`config.mk`:
```
export PLATFORM = sky130hd
export DESIGN_NAME = exact_run_detector
export DESIGN_NICKNAME = d
export VERILOG_FILES = /design/src/rtl/runlen_pkg.sv /design/src/rtl/runlen_next.sv /design/src/rtl/runlen_state_reg.sv /design/src/rtl/runlen_out.sv /design/src/rtl/exact_run_detector.sv
export SDC_FILE = /design/constraint.sdc
export NUM_CORES = 1
export LEC_CHECK = 0
export ABC_CLOCK_PERIOD_IN_PS = 1400
export CAP_MARGIN = 25
export CELL_PAD_IN_SITES_DETAIL_PLACEMENT = 0
export CELL_PAD_IN_SITES_GLOBAL_PLACEMENT = 2
export CORE_AREA = 2 2 39 41
export DETAILED_ROUTE_END_ITERATION = 10
export DIE_AREA = 0 0 41 43
export PLACE_DENSITY_LB_ADDON = 0.1
export RECOVER_POWER = 100
export SETUP_SLACK_MARGIN = 0.4
export SYNTH_ARGS = -nofsm -noshare
export SYNTH_HDL_FRONTEND = slang
export SYNTH_HIERARCHICAL = 1
export SYNTH_SLANG_ARGS = --single-unit
```
`constraint.sdc`:
```
create_clock -name clk -period 1.4 [get_ports clk]
set_input_delay 0.28 -clock clk [delete_from_list [all_inputs] [get_ports clk]]
set_output_delay 0.28 -clock clk [all_outputs]
set_load 0.03 [all_outputs]
```
`src/rtl/runlen_pkg.sv`:
```
package runlen_pkg;
  localparam int unsigned STATE_W = 3;

  typedef enum logic [STATE_W-1:0] {
    ST_IDLE = 3'd0,
    ST_ONE  = 3'd1,
    ST_TWO  = 3'd2,
    ST_THREE= 3'd3,
    ST_FOUR = 3'd4,
    ST_LONG = 3'd5
  } run_state_t;
endpackage

```
`src/rtl/runlen_next.sv`:
```
module runlen_next
  import runlen_pkg::*;
(
  input  run_state_t cur_st,
  input  logic       bit_i,
  output run_state_t nxt_st
);
  always_comb begin
    nxt_st = ST_IDLE;
    if (bit_i) begin
      unique case (cur_st)
        ST_IDLE:  nxt_st = ST_ONE;
        ST_ONE:   nxt_st = ST_TWO;
        ST_TWO:   nxt_st = ST_THREE;
        ST_THREE: nxt_st = ST_FOUR;
        ST_FOUR:  nxt_st = ST_LONG;
        ST_LONG:  nxt_st = ST_LONG;
        default:  nxt_st = ST_IDLE;
      endcase
    end
  end
endmodule

```
`src/rtl/runlen_state_reg.sv`:
```
module runlen_state_reg
  import runlen_pkg::*;
(
  input  logic       clk,
  input  logic       rst,
  input  run_state_t d_st,
  output run_state_t q_st
);
  always_ff @(posedge clk) begin
    if (rst) q_st <= ST_IDLE;
    else     q_st <= d_st;
  end
endmodule

```
`src/rtl/runlen_out.sv`:
```
module runlen_out
  import runlen_pkg::*;
(
  input  run_state_t cur_st,
  input  logic       bit_i,
  output logic       hit_o
);
  logic exact_len;

  always_comb begin
    exact_len = (cur_st == ST_TWO) || (cur_st == ST_FOUR);
    hit_o     = exact_len && !bit_i;
  end
endmodule

```
`src/rtl/exact_run_detector.sv`:
```
module exact_run_detector
  import runlen_pkg::*;
(
  input  logic clk,
  input  logic rst,
  input  logic serial_in,
  output logic hit_out
);
  run_state_t state_q;
  run_state_t state_d;

  runlen_next u_next (
    .cur_st(state_q),
    .bit_i (serial_in),
    .nxt_st(state_d)
  );

  runlen_state_reg u_reg (
    .clk (clk),
    .rst (rst),
    .d_st(state_d),
    .q_st(state_q)
  );

  runlen_out u_out (
    .cur_st(state_q),
    .bit_i (serial_in),
    .hit_o (hit_out)
  );
endmodule

```
==> flow_summary_export.csv, run 1 <==
group,metric,value,unit
detailed_routing,antenna_left,0,
floorplan,coreArea,0.00138,mm²
pwr,p_total,0.265,mW
setup_path,setup.worst_path.class,"reg -> out",
final_layout,antenna_cells,0,
detailed_routing,dr.pass1.iters,1,
flow_run,maxCapViolations,0,
yosys,synthCells,15,
yosys,netlist_area,151,µm²
cts,tritoncts,"yes",
final_layout,drive_above_1_share,41.7,%
floorplan,fp.dieH,43,µm
sta,tightestPinTransition,0.200,ns
sta,layout_min_cycle_time,1.26,ns
yosys,ys_seq_area_share,39.7,%
sta,maxSlewHeadroom,86.7,%
pwr,p_int,0.211,mW
sta,period_share,90.3,%
setup_path,cp_slowest_cell,"dfxtp_2",
cts,h-tree-depth,1,
floorplan,rows,14,
sta,grt_setup_unrepaired,"yes",
setup_path,r2r_start,"u_reg/q_st[1]$_SDFF_PP0_",
setup_path,setup.worst_path.start,"u_reg/q_st[2]$_SDFF_PP0_",
setup_path,cp_slowest_stage_delay,0.34,ns
setup_path,path_cells,"xnor2_2, nor3_4, buf_6",
min_path,hp-class,"reg -> reg",
grt,grt_pass1_wl,572,µm
grt,antenna_found_initial,0,
cts,clkTransAtPathRegs,0.03,ns
sta,tns,0,ns
setup_path,rrSetupSlack,0.23,ns
detailed_routing,viasPerCell,3.28,
floorplan,die-area,0.00176,mm²
grt,gr-usage-all-layers,5.42,%
grt,grt_pass1_vias,168,
sta,fin_hold_ws,0.595,ns
yosys,ys_seq_elements,3,
min_path,min-delay-start,"u_reg/q_st[2]$_SDFF_PP0_",
final_layout,multi_input_area,105,µm²
setup_path,ff2ff_path_depth,4,
detailed_routing,num_vias,131,
run_status,outcome,"finished clean",
min_path,hold_end,"u_reg/q_st[1]$_SDFF_PP0_",
placement,io_buffers,3,
final_layout,reg_top3,"u_reg/q_st x3",
sta,slew_viol_final,0,
yosys,synth.avg_cell_area,10.1,µm²
final_layout,fillers,157,
cts,numCtsBuffers,3,
pwr,power.density,1040,mW/mm²
pwr,peakVddDrop,310,µV
sta,max_freq,791,MHz
yosys,syn-num-nets,18,
sta,hold_viol_final,0,
cts,clockBufferDepth,2,
final_layout,area_growth_syn_to_layout,67.8,%
min_path,holdPathStages,2,
sta,setup_viol,0,
pwr,seqPwrFrac,35.0,%
floorplan,pin_count,4,
final_layout,final_cell_mix,"clkbuf_4, nor2b_1, clkbuf_1, o21a_1, dfxtp_1",
setup_path,timing.critical_path.arrival,0.98,ns
pwr,netSwitchingPower,0.0542,mW
final_layout,nNetsFinal,28,
final_layout,register_area,61.3,µm²
final_layout,largest_reg_flops,3,
setup_path,crit_path_start_kind,"flip-flop",
yosys,yosysWarnings,6,
final_layout,final_area,254,µm²
pwr,pwr-share-clk,55.4,%
pwr,combPwrFrac,9.6,%
detailed_routing,wl_per_cell,7.80,µm
setup_path,crit_path_max_fanout,5,
pwr,swShare,20.4,%
cts,cts.sinks,3,
grt,grt_max_degree,6,
final_layout,finalCoreUtilization,18.4,%
floorplan,initial_core_util,10.9,%
detailed_routing,wl,312,µm
setup_path,critPathCaptureType,"primary output",
cts,clkLatencyLatePin,0.23,ns
pwr,cellLeakagePower,0.0926,nW
cts,cts_root_buffer,"clkbuf_4",
detailed_routing,route.detailed.drc,0,
placement,place_area,213,µm²
floorplan,die_x,41,µm
sta,finalClockSkew,0.000516,ns
grt,overflow,0,
setup_path,cp.required,1.12,ns
setup_path,r2r-end,"u_reg/q_st[2]$_SDFF_PP0_",
detailed_routing,first_iter_violations,0,
placement,routabilityCongestion,0.519,
final_layout,max_flop_register,"u_reg/q_st",
yosys,post_synth_num_cell_types,9,
## cell families (layout without fill, tap and decap cells)
group / after synthesis / after routing / share of synthesized area (%)
and+or+nand+nor: 8 / 8 / 38.8
DFF: 3 / 3 / 39.7
AOI/OAI and AO/OA: 2 / 2 / 9.91
xor gates and xnor gates: 2 / 2 / 11.6
buffers and inverters: 0 / 9 / 0
## Yosys cell counts
cell / number / area share, %
nor2_1: 1 / 2.5
nor3_2: 1 / 6.6
and3b_2: 1 / 6.6
o21a_1: 2 / 9.9
dfxtp_1: 3 / 40
nor3b_1: 1 / 5.0
nor2b_1: 3 / 12
and2b_2: 1 / 5.8
xnor2_1: 2 / 12
## routing by layer
layer	global-route usage, %	part of all wire (%)	up-vias
met1	3.86	37	59
met4	8.00	0	0
met5	0	0	-
met3	2.09	9.6	0
li1	-	-	68
met2	8.13	53	4
## per-stage QoR
stage	cells	worst slack, ns
final	40	0.136
after global routing	40	0.0865
after CTS	40	0.116
after detailed placement	35	0.0264
after global placement	35	0.0349
after floorplan	15	0.362
## worst max-delay path by stage
| stage | cells after the start | slack, ns | end |
|---|---|---|---|
| floorplan | 2 | 0.36 | hit_out |
| global placement | 3 | 0.03 | hit_out |
| detailed placement | 3 | 0.03 | hit_out |
| CTS | 3 | 0.12 | hit_out |
| global route | 3 | 0.09 | hit_out |
| finish | 3 | 0.14 | hit_out |
## final cells by class
class / count / share of cell area (%)
Sequential cell: 3 / 24.1
Clock buffer: 4 / 10.3
Timing Repair Buffer: 5 / 16.3
Multi-Input combinational cell: 12 / 41.4
Tap cell: 16 / 7.88
## timing repair
item | CTS | global route
pin swaps | 0 | 3
setup endpoints to repair | 4 | 4
gates resized for setup | 6 | 1
buffers inserted | 1 | 0
hold buffers | 0 | 0
## power by group through the flow
stage | clock (mW) | combinational [mW] | sequential (mW)
after detailed placement | 0 | 0.0240 | 0.0944
final | 0.147 | 0.0255 | 0.0927
after global placement | 0 | 0.0240 | 0.0947
after floorplan | 0 | 0.0116 | 0.0935
after CTS | 0.157 | 0.0266 | 0.0917
after global routing | 0.157 | 0.0280 | 0.0932
## critical path: cells and delay by family (launching register included)
family                 cells  cell delay, ns
flip-flops                 1            0.34
XOR/XNOR                   1            0.14
AND/OR/NAND/NOR            1            0.12
buffers and inverters      1            0.15
Note: power is estimated with default switching activity, not from simulation.
==> inputs of run 2 (changes only) <==
Settings changed: DONT_BUFFER_PORTS set to 1, SETUP_SLACK_MARGIN 0.4 to 0.2.
==> flow_summary_export.csv, run 2 (synthesized netlist as in run 1, its figures left out) <==
group,metric,value,unit
floorplan,fp.dieH,43,µm
floorplan,coreArea,0.00138,mm²
setup_path,critPathTopFamily,"flip-flops",
min_path,hp-class,"in -> reg",
setup_path,crit_path_max_fanout,2,
grt,grt_max_degree,5,
sta,slew_viol_final,0,
cts,clkLatencyLatePin,0.23,ns
final_layout,final_cell_mix,"clkbuf_4, nor2b_1",
min_path,holdPathStages,1,
floorplan,die_x,41,µm
setup_path,path_cells,"xnor2_1, nor3_2, clkbuf_2",
cts,clkTransAtPathRegs,0.03,ns
sta,grt_setup_unrepaired,"yes",
sta,period_share,91.0,%
final_layout,final_cells,38,
final_layout,max_flop_register,"u_reg/q_st",
placement,routabilityCongestion,0.584,
detailed_routing,viasPerCell,3.13,
final_layout,largest_reg_flops,3,
pwr,cellLeakagePower,0.0814,nW
setup_path,critical_path_buf_inv_count,1,
floorplan,rows,14,
detailed_routing,route.detailed.drc,0,
final_layout,area_growth_syn_to_layout,42.1,%
final_layout,reg_top3,"u_reg/q_st x3",
cts,h-tree-depth,1,
detailed_routing,first_iter_violations,0,
cts,tritoncts,"yes",
setup_path,r2r_start,"u_reg/q_st[1]$_SDFF_PP0_",
setup_path,timing.critical_path.arrival,0.99,ns
sta,tightestPinTransition,0.173,ns
setup_path,cp.required,1.12,ns
floorplan,die-area,0.00176,mm²
setup_path,cp_slowest_cell,"dfxtp_2",
cts,cts.sinks,3,
setup_path,cp_slowest_stage_delay,0.32,ns
setup_path,setup.worst_path.class,"reg -> out",
setup_path,rrSetupSlack,0.26,ns
sta,hold_viol_final,0,
cts,clockBufferDepth,2,
sta,tns,0,ns
setup_path,r2r-end,"u_reg/q_st[0]$_SDFF_PP0_",
detailed_routing,antenna_left,0,
final_layout,antenna_cells,0,
setup_path,critPathCaptureType,"primary output",
cts,numCtsBuffers,3,
sta,max_freq,785,MHz
grt,gr-usage-all-layers,4.91,%
detailed_routing,wl_per_cell,8.76,µm
sta,layout_min_cycle_time,1.27,ns
floorplan,pin_count,4,
setup_path,crit_path_start_kind,"flip-flop",
run_status,outcome,"finished clean",
sta,finalClockSkew,0.000766,ns
flow_run,maxCapViolations,0,
sta,maxSlewHeadroom,88.4,%
cts,cts_root_buffer,"clkbuf_4",
final_layout,nNetsFinal,26,
min_path,min-delay-start,"rst",
detailed_routing,num_vias,119,
placement,place_area,179,µm²
grt,grt_pass1_wl,496,µm
placement,dp_cells,32,
grt,antenna_found_initial,0,
pwr,peakVddDrop,254,µV
grt,grt_pass1_vias,140,
final_layout,final_area,215,µm²
sta,setup_viol,0,
final_layout,fillers,166,
pwr,power.density,1180,mW/mm²
grt,overflow,0,
detailed_routing,dr.pass1.iters,1,
final_layout,drive_above_1_share,40.9,%
setup_path,ff2ff_path_depth,4,
min_path,hold_end,"u_reg/q_st[2]$_SDFF_PP0_",
floorplan,initial_core_util,10.9,%
detailed_routing,wl,333,µm
placement,io_buffers,0,
## run 2: repair_timing
action                                  4_1_cts  5_1_grt
hold buffers                                  0        0
setup buffers                                 2        0
gates resized for setup                       2        0
gates cloned                                  0        0
endpoints found under the setup margin        1        1
## run 2: worst max path at each step
stage                     depth (start not counted)                      from  slack [ns]      end
after CTS                                         3  u_reg/q_st[2]$_SDFF_PP0_        0.15  hit_out
final                                             3  u_reg/q_st[2]$_SDFF_PP0_        0.13  hit_out
after detailed placement                          3  u_reg/q_st[1]$_SDFF_PP0_        0.35  hit_out
after global placement                            3  u_reg/q_st[2]$_SDFF_PP0_        0.35  hit_out
after floorplan                                   2  u_reg/q_st[1]$_SDFF_PP0_        0.27  hit_out
after global routing                              3  u_reg/q_st[2]$_SDFF_PP0_        0.07  hit_out
## run 2: routing by layer
layer | track usage (%) | share of wire, %
met5 | 0 | 0
met4 | 8.00 | 0
met3 | 2.62 | 12
met2 | 7.19 | 54
met1 | 2.88 | 33
## run 2: through the flow
step                hold WS [ns]  total power [mW]  utilization (%)  worst slack [ns]
global route               0.106             0.268             15.6            0.0689
global placement           0.353             0.107             12.9             0.355
CTS                       0.0968             0.267             16.1             0.146
detailed placement         0.355             0.107             12.9             0.348
finish                     0.110             0.255             15.6             0.127
floorplan                  0.352             0.104                -             0.273
## run 2: final cells by class
type | count | area, µm² | area share [%]
flip-flops and latches | 3 | 61.3 | 28.5
repair buffers | 3 | 16.3 | 7.56
clock buffers | 4 | 26.3 | 12.2
well taps | 16 | 20.0 | 9.30
multi-input cells | 12 | 91.3 | 42.4
## run 2: report_power, final
group,internal [mW],total [mW],switching [mW],leakage [nW]
sequential,0.0889,0.0919,0.00299,0.0250
combinational,0.00840,0.0142,0.00584,0.0415
clock,0.107,0.149,0.0421,0.0150
total,0.204,0.255,0.0509,0.0814
